File: config.mk
export PLATFORM = sky130hd
export DESIGN_NAME = lowrun_sod_detect
export DESIGN_NICKNAME = d
export VERILOG_FILES = /design/src/rtl/lowrun_sod_pkg.sv /design/src/rtl/lowrun_sod_sync.sv /design/src/rtl/lowrun_sod_prescale.sv /design/src/rtl/lowrun_sod_runcnt.sv /design/src/rtl/lowrun_sod_fsm.sv /design/src/rtl/lowrun_sod_detect.sv
export SDC_FILE = /design/constraint.sdc
export NUM_CORES = 1
export LEC_CHECK = 0
export ABC_AREA = 1
export CORE_MARGIN = 5
export CORE_UTILIZATION = 40
export CTS_CLUSTER_DIAMETER = 80
export DETAILED_ROUTE_END_ITERATION = 7
export DONT_BUFFER_PORTS = 1
export PLACE_DENSITY_LB_ADDON = 0.15
export REMOVE_ABC_BUFFERS = 1
export SYNTH_ARGS = -nofsm -noshare
export SYNTH_HDL_FRONTEND = slang
export SYNTH_SLANG_ARGS = --single-unit
File: constraint.sdc
create_clock -name clk_i -period 2.2 [get_ports clk_i]
set_input_delay 0.22 -clock clk_i [delete_from_list [all_inputs] [get_ports clk_i]]
set_output_delay 0.22 -clock clk_i [all_outputs]
set_load 0.01 [all_outputs]
File: src/rtl/lowrun_sod_pkg.sv
package lowrun_sod_pkg;

   typedef enum logic [1:0] {
      RATE_X8 = 2'b00,
      RATE_X4 = 2'b01,
      RATE_X2 = 2'b10,
      RATE_X1 = 2'b11
   } rate_code_e;

   typedef enum logic [1:0] {
      ST_SEARCH = 2'b00,
      ST_PULSE  = 2'b01,
      ST_ARMED  = 2'b10
   } sod_state_e;

   localparam int unsigned RATE_COUNT    = 4;
   localparam int unsigned RATE_MAX_MULT = 8;

   function automatic int unsigned rate_mult(input int unsigned code);
      return RATE_MAX_MULT >> code;
   endfunction

endpackage

File: src/rtl/lowrun_sod_sync.sv
module lowrun_sod_sync #(
   parameter int unsigned STAGES   = 2,
   parameter logic        RST_LEVEL = 1'b1
) (
   input  logic clk_i,
   input  logic rst_ni,
   input  logic d_i,
   output logic q_o
);
   logic [STAGES-1:0] chain_q;

   generate
      if (STAGES < 2) begin : g_bad
         $error("lowrun_sod_sync: STAGES must be at least 2");
      end
   endgenerate

   always_ff @(posedge clk_i) begin
      if (!rst_ni) chain_q <= {STAGES{RST_LEVEL}};
      else         chain_q <= {chain_q[STAGES-2:0], d_i};
   end

   assign q_o = chain_q[STAGES-1];
endmodule

File: src/rtl/lowrun_sod_prescale.sv
module lowrun_sod_prescale
   import lowrun_sod_pkg::*;
#(
   parameter int unsigned BASE_DIV = 163,
   localparam int unsigned DIV_W   = $clog2(BASE_DIV*RATE_MAX_MULT + 1)
) (
   input  logic             clk_i,
   input  logic             rst_ni,
   input  logic [1:0]       rate_sel_i,
   output rate_code_e       rate_q_o,
   output logic [DIV_W-1:0] div_o,
   output logic             tick_o
);
   logic [DIV_W-1:0] div_tab [RATE_COUNT];
   logic [DIV_W-1:0] cnt_q;
   rate_code_e       rate_q;

   genvar g;
   generate
      for (g = 0; g < RATE_COUNT; g++) begin : g_tab
         localparam int unsigned MULT = rate_mult(g);
         assign div_tab[g] = DIV_W'(BASE_DIV * MULT);
      end
   endgenerate

   // Rate code latched only while reset is asserted.
   always_ff @(posedge clk_i) begin
      if (!rst_ni) rate_q <= rate_code_e'(rate_sel_i);
   end

   assign div_o  = div_tab[rate_q];
   assign tick_o = (cnt_q == div_o - DIV_W'(1));

   always_ff @(posedge clk_i) begin
      if (!rst_ni)     cnt_q <= '0;
      else if (tick_o) cnt_q <= '0;
      else             cnt_q <= cnt_q + DIV_W'(1);
   end

   assign rate_q_o = rate_q;
endmodule

File: src/rtl/lowrun_sod_runcnt.sv
module lowrun_sod_runcnt #(
   parameter int unsigned RUN_TICKS = 128,
   localparam int unsigned RUN_W    = $clog2(RUN_TICKS + 1)
) (
   input  logic clk_i,
   input  logic rst_ni,
   input  logic en_i,
   input  logic tick_i,
   input  logic line_i,
   output logic hit_o
);
   logic [RUN_W-1:0] run_q;

   generate
      if (RUN_TICKS < 2) begin : g_bad
         $error("lowrun_sod_runcnt: RUN_TICKS must be at least 2");
      end
   endgenerate

   // Final low tick of the run while searching.
   assign hit_o = en_i && tick_i && !line_i && (run_q == RUN_W'(RUN_TICKS - 1));

   always_ff @(posedge clk_i) begin
      if (!rst_ni || !en_i || line_i)
         run_q <= '0;
      else if (tick_i && run_q != RUN_W'(RUN_TICKS))
         run_q <= run_q + RUN_W'(1);
   end
endmodule

File: src/rtl/lowrun_sod_fsm.sv
module lowrun_sod_fsm
   import lowrun_sod_pkg::*;
#(
   parameter int unsigned OVS   = 16,
   localparam int unsigned OVS_W = (OVS > 1) ? $clog2(OVS) : 1
) (
   input  logic clk_i,
   input  logic rst_ni,
   input  logic hit_i,
   input  logic tick_i,
   input  logic ext_idle_i,
   output logic search_o,
   output logic start_o,
   output logic arm_o
);
   sod_state_e       state_q, state_d;
   logic [OVS_W-1:0] ph_q, ph_d;
   logic             last_tick;

   assign last_tick = tick_i && (ph_q == OVS_W'(OVS - 1));

   always_comb begin
      state_d = state_q;
      ph_d    = ph_q;
      unique case (state_q)
         ST_SEARCH: begin
            ph_d = '0;
            if (hit_i) state_d = ST_PULSE;
         end
         ST_PULSE: begin
            if (last_tick) begin
               state_d = ST_ARMED;
               ph_d    = '0;
            end else if (tick_i) begin
               ph_d = ph_q + OVS_W'(1);
            end
         end
         ST_ARMED: begin
            if (ext_idle_i) state_d = ST_SEARCH;
         end
         default: state_d = ST_SEARCH;
      endcase
   end

   always_ff @(posedge clk_i) begin
      if (!rst_ni) begin
         state_q <= ST_SEARCH;
         ph_q    <= '0;
      end else begin
         state_q <= state_d;
         ph_q    <= ph_d;
      end
   end

   assign search_o = (state_q == ST_SEARCH);
   assign start_o  = (state_q == ST_PULSE);
   assign arm_o    = (state_q == ST_ARMED);
endmodule

File: src/rtl/lowrun_sod_detect.sv
module lowrun_sod_detect
   import lowrun_sod_pkg::*;
#(
   parameter int unsigned BASE_DIV    = 163,
   parameter int unsigned OVS         = 16,
   parameter int unsigned BITS_REQ    = 8,
   parameter int unsigned SYNC_STAGES = 2,
   localparam int unsigned DIV_W      = $clog2(BASE_DIV*RATE_MAX_MULT + 1),
   localparam int unsigned RUN_TICKS  = BITS_REQ * OVS
) (
   input  logic       clk_i,
   input  logic       rst_ni,
   input  logic [1:0] rate_sel_i,
   input  logic       rx_line_i,
   input  logic       ext_idle_i,
   output logic       start_o,
   output logic       arm_o
);
   generate
      if (BASE_DIV < 1) begin : g_bad_div
         $error("lowrun_sod_detect: BASE_DIV must be at least 1");
      end
      if (OVS < 2) begin : g_bad_ovs
         $error("lowrun_sod_detect: OVS must be at least 2");
      end
      if (BITS_REQ < 1) begin : g_bad_bits
         $error("lowrun_sod_detect: BITS_REQ must be at least 1");
      end
   endgenerate

   logic             line_s;
   logic             tick;
   logic             hit;
   logic             searching;
   rate_code_e       rate_lat;
   logic [DIV_W-1:0] tick_div;

   lowrun_sod_sync #(
      .STAGES   (SYNC_STAGES),
      .RST_LEVEL(1'b1)
   ) u_sync (
      .clk_i (clk_i),
      .rst_ni(rst_ni),
      .d_i   (rx_line_i),
      .q_o   (line_s)
   );

   lowrun_sod_prescale #(
      .BASE_DIV(BASE_DIV)
   ) u_presc (
      .clk_i     (clk_i),
      .rst_ni    (rst_ni),
      .rate_sel_i(rate_sel_i),
      .rate_q_o  (rate_lat),
      .div_o     (tick_div),
      .tick_o    (tick)
   );

   lowrun_sod_runcnt #(
      .RUN_TICKS(RUN_TICKS)
   ) u_run (
      .clk_i (clk_i),
      .rst_ni(rst_ni),
      .en_i  (searching),
      .tick_i(tick),
      .line_i(line_s),
      .hit_o (hit)
   );

   lowrun_sod_fsm #(
      .OVS(OVS)
   ) u_fsm (
      .clk_i     (clk_i),
      .rst_ni    (rst_ni),
      .hit_i     (hit),
      .tick_i    (tick),
      .ext_idle_i(ext_idle_i),
      .search_o  (searching),
      .start_o   (start_o),
      .arm_o     (arm_o)
   );
endmodule

# After elaboration in Yosys (flattened, before gate mapping)
# Index checks and enable logic that the tools add are counted.
# word_totals
regBits,29
latchBits,0
mem_bits_rw,0
romBits,0
in_bits,6
out_inout_bits,2
wordCells,48
mem_count,0
# classes
add_sub_neg,4
n_mul,0
div_mod_pow,0
magnitude_cmp,1
n_eq_ne,10
shifts,0
muxes,10
bitwise,2
n_reduce_logical,15
# op_table
operator,count
binary-select mux 11 bit (select 2 bit),1
two-way mux 11 bit,2
adder 11 x 1 -> 11 bit (second input constant),1
== test 11 bit,1
subtractor 11 x 1 -> 11 bit (second input constant),1
adder 8 x 1 -> 8 bit (second input constant),1
== test 8 x 7 -> 1 bit (second input constant),1
two-way mux 4 bit,2
!= test 8 bit (second input constant),1
case mux 4 bit (2 select lines),1
two-way mux 2 bit,3
case mux 2 bit (3 select lines),1
logical AND 1 bit,5
adder 4 x 1 -> 4 bit (second input constant),1
== test 4 bit (second input constant),1
!= test 2 bit (second input constant),2
>= comparator 3 bit (second input constant),1
zero test 1 bit,3
!= test 3 x 1 -> 1 bit (second input constant),1
inverter 2 -> 3 bit,1
AND reduction 3 bit,1
== test 2 x 1 -> 1 bit (second input constant),1
== test 2 bit (second input constant),1
zero test 2 bit,1
6 further kinds,7

# Logic depth before layout (Yosys ltp)
# logic_depth
depth_word,11
depth_mapped,13
ltp_nobuf,13

# Cells and area by module
# A second synthesis with hierarchy kept.
# hier_totals
hier_cells,286
hier_area_um2,1849.3
# by_module_without_submodules
module,n_inst,cells_per_inst,area_each_um2,seq_area_each_um2
lowrun_sod_prescale,1,135,894.6,280.3
lowrun_sod_runcnt,1,88,548.0,160.2
lowrun_sod_fsm,1,57,351.6,120.1
lowrun_sod_sync,1,6,55.1,40.0

# Worst setup path after synthesis
# Ideal clock, no wire load.
# synth_timing
path_kind,reg2reg
start,"reg u_presc.rate_q[0], in the netlist u_presc.rate_q_o[0]"
end,reg u_run.run_q[5]
setup_time_ns,0.126
arrival_ns,1.557
required_time_ns,2.074
setup_slack_ns,0.516
stages_incl_launch_ff,11
path_buffers,0
synth_period_minus_slack_ns,1.684
path_cell_list,edfxtp_1 inv_1 ha_1 inv_1 nand3_1 a21oi_1 nand3_1 nor2_4 nand2_2 nand2_1 a21oi_1
# synth_between
elab_chain_cells,7
# synth_lines
item,line_no,rtl
from (decl),lowrun_sod_prescale.sv:16,rate_code_e rate_q;
from (signal assigned),lowrun_sod_prescale.sv:28,if (!rst_ni) rate_q <= rate_code_e'(rate_sel_i);
inverter 2 -> 3 bit (implied by the code),lowrun_sod_prescale.sv:31,assign div_o = div_tab[rate_q];
binary-select mux 11 bit (select 2 bit),lowrun_sod_prescale.sv:31,
two-way mux 11 bit (implied by the code) (2 in series),lowrun_sod_prescale.sv:31,
subtractor 11 x 1 -> 11 bit,lowrun_sod_prescale.sv:32,assign tick_o = (cnt_q == div_o - DIV_W'(1));
== test 11 bit,lowrun_sod_prescale.sv:32,
logical AND 1 bit,lowrun_sod_runcnt.sv:26,else if (tick_i && run_q != RUN_W'(RUN_TICKS))
to (signal assigned),lowrun_sod_runcnt.sv:27,run_q <= run_q + RUN_W'(1);
to (decl),lowrun_sod_runcnt.sv:12,logic [RUN_W-1:0] run_q;
# Every way passes these cells. The select of a mux whose other input is x is not followed.
# A chain may end at the register's enable or synchronous reset.

# Worst setup path after layout
# layout_timing
start,"reg u_presc.rate_q[0], in the netlist u_presc.rate_q_o[0]"
end,reg u_run.run_q[6]
# Same word-level chain as after synthesis.

==> metrics.md <==
| Metric | Value |
|---|---|
| Worst Setup Start Kind | `flop` |
| Final wirelength | `3210 µm` |
| R2R Path End | `u_run.run_q[6]` |
| CP arrival | `2.09 ns` |
| Initial Util | `41.6%` |
| Fin crit share | `87.9%` |
| Cell Area, Placed | `1730 µm²` |
| Layout cell share with drive strength beyond 1 | `8.71%` |
| Critical path endpoint | `u_run.run_q[6]` |
| First-pass GRT wire length | `5680 µm` |
| Maximum number of pins on one net before global-route repair | `12` |
| Clock sink total | `29` |
| Crit path time final | `1.93 ns` |
| Max_cap viols | `0` |
| Max clock buf depth | `2` |
| Pins Over Slew Limit | `0` |
| CTS Buf Count | `5` |
| H-tree depth | `2` |
| Syn_area_per_cell | `7.12 µm²` |
| Die W | `74.7 µm` |
| Dpl hpwl | `2440 µm` |
| Vias | `1392` |
| Final Skew | `0.00490 ns` |
| Post-synthesis sequential area ratio | `35.9%` |
| Most frequent cells in the layout | `nand2_1, inv_1, nor2_1` |
| Clk Latency, worst-skew pair | `0.28 ns` |
| Pwr Density | `600 nW/µm²` |
| Final worst slack | `0.266 ns` |
| Syn Std Cell Area | `1670 µm²` |
| HP Start | `rate_sel_i[0]` |
| Die height | `74.7 µm` |
| Full die area | `5580 µm²` |
| Antenna violations before repair | `0` |
| I/O pin count | `8` |
| Count of cell types in the netlist | `29` |
| Post-CTS setup buffers | `0` |
| GRT Total Usage | `13.5%` |
| Worst Setup SP | `u_presc.rate_q_o[0]` |
| CTS tree | `built` |
| Fill cells | `428` |
| Routability Congestion | `0.822` |
| FMAX | `517 MHz` |
| Slew @ Worst Pin | `0.430 ns` |
| WL per Instance | `11.0 µm` |
| N_diodes | `0` |
| Hold crit path type | `primary input to flop` |
| Final setup TNS | `0 ns` |
| PortBufs | `0` |
| Worst-path clk slew | `0.06 ns` |
| Leak | `0.706 nW` |
| Core footprint | `4030 µm²` |
| Antenna-violating nets left | `0` |
| DR iter-0 viols | `56` |
| Commonest non-fill, non-tap cell in the layout | `nand2_1` |
| Final Setup Violations | `0` |
| Critical path type | `flop to flop` |
| FF-to-FF Start | `u_presc.rate_q_o[0]` |
| Final core occ | `45.1%` |
| Final Cell Area | `1820 µm²` |
| Vias in the first global route | `1319` |
| R2R Setup Slk | `0.27 ns` |
| Nets@finish | `255` |
| RSZ-0062 raised after global routing | `no` |
| FF-to-FF path depth | `10` |
| Crit-path max FO | `8` |
| Synth Register Bits | `29` |
| First drt pass iteration count | `7` |
| Crit path capture type | `flop` |
| Rows | `23` |
| Mapped Cells | `235` |
| Hold Vio Cnt, Final | `0` |
| Total grt overflow | `0` |
| Yosys warns | `0` |
| CP required | `2.36 ns` |
| Hold buffer count at cts | `0` |
| Root Driver | `clkbuf_8` |
| Placement Setup Slack | `0.271 ns` |
| Vias/cell | `4.78` |
| Slew Limit Headroom | `71.2%` |
| Remaining DRCs | `0` |
| Hold Slack | `0.0281 ns` |
| Area growth from synthesis to layout | `8.59%` |
| Status | `finished, final reports clean` |
| Peak VDD IR | `0.000543 V` |
| Post-cts resize count | `0` |
[per-stage QoR]
stage / power, mW / std cells
global route: 1.15 / 291
detailed placement: 0.648 / 283
finish: 1.09 / 291
CTS: 1.10 / 291
global placement: 0.647 / 283
floorplan: 0.629 / 232
[flip-flops by register name, indices dropped and copies added (netlist names)]
signal and flops:
u_fsm.state_q 2, u_fsm.ph_q 4, u_run.run_q 8, u_presc.cnt_q 11, u_presc.rate_q_o 2, u_sync.chain_q 2
[how the worst min path moves through the flow]
stage,end,slack (ns),cells after the start
2_1_floorplan,u_presc.rate_q_o[0],0.32,0
5_1_grt,u_presc.rate_q_o[0],0.01,0
4_1_cts,u_presc.rate_q_o[0],0.02,0
3_5_place_dp,u_presc.rate_q_o[1],0.32,0
3_3_place_gp,u_presc.rate_q_o[1],0.32,0
6_report,u_presc.rate_q_o[0],0.03,0
[Yosys cell counts]
cell type	number	share of area (%)
a211oi_1	1	0.45
a21oi_1	17	5.1
a31oi_1	1	0.37
buf_2	1	0.30
buf_4	1	0.45
clkbuf_1	1	0.22
dfxtp_1	27	32
edfxtp_1	2	3.6
ha_1	9	6.7
inv_1	34	7.6
inv_2	1	0.22
nand2_1	48	11
nand2_2	3	1.1
nand2_4	1	0.67
nand3_1	19	5.7
nand3_2	4	2.4
nand4_1	8	3.0
nor2_1	29	6.5
nor2_4	3	2.0
nor3_1	4	1.2
nor3b_1	1	0.45
nor4_1	1	0.37
o211ai_1	1	0.45
o21ai_0	3	0.90
o21ai_1	1	0.30
o21bai_1	2	0.90
or2_2	2	0.75
xnor2_1	1	0.52
xor2_1	9	4.7
[where the power goes]
part           leakage, nW  switching (mW)  internal [mW]
Clock               0.0455           0.201          0.255
Combinational        0.422          0.0542         0.0300
Sequential           0.238         0.00928          0.541
Total                0.706           0.264          0.826
[per-layer routing]
metal	wire length, µm	global-route usage (%)
met1	1650	18.0
met2	1360	19.4
met3	141	4.67
met4	66	6.52
met5	0	0
[cells by family after synthesis]
| kind of cell | synth area share [%] |
|---|---|
| xor gates and xnor gates | 5.23 |
| buffers and inverters | 8.82 |
| and+or+nand+nor | 34.9 |
| DFF | 35.9 |
| adders and majority gates | 6.73 |
| AOI/OAI and AO/OA | 8.45 |
[critical path, cell delays in order, from the launching register on]
cell and delay, ns:
edfxtp_1 0.44, inv_1 0.13, ha_1 0.26, inv_1 0.08, nand3_1 0.10, a21oi_1 0.16
nand3_1 0.14, nor2_4 0.24, nand2_2 0.12, nand2_1 0.08, a21oi_1 0.05
[cell type report]
cell class | instances | area, µm² | area share [%]
clock buffer | 8 | 90.1 | 4.96
inverter | 35 | 131 | 7.23
multi-input combinational | 168 | 926 | 50.9
sequential | 29 | 601 | 33.0
tap | 50 | 62.6 | 3.44
timing repair buffer | 1 | 7.51 | 0.413
Power figures use the tool's default switching activity.
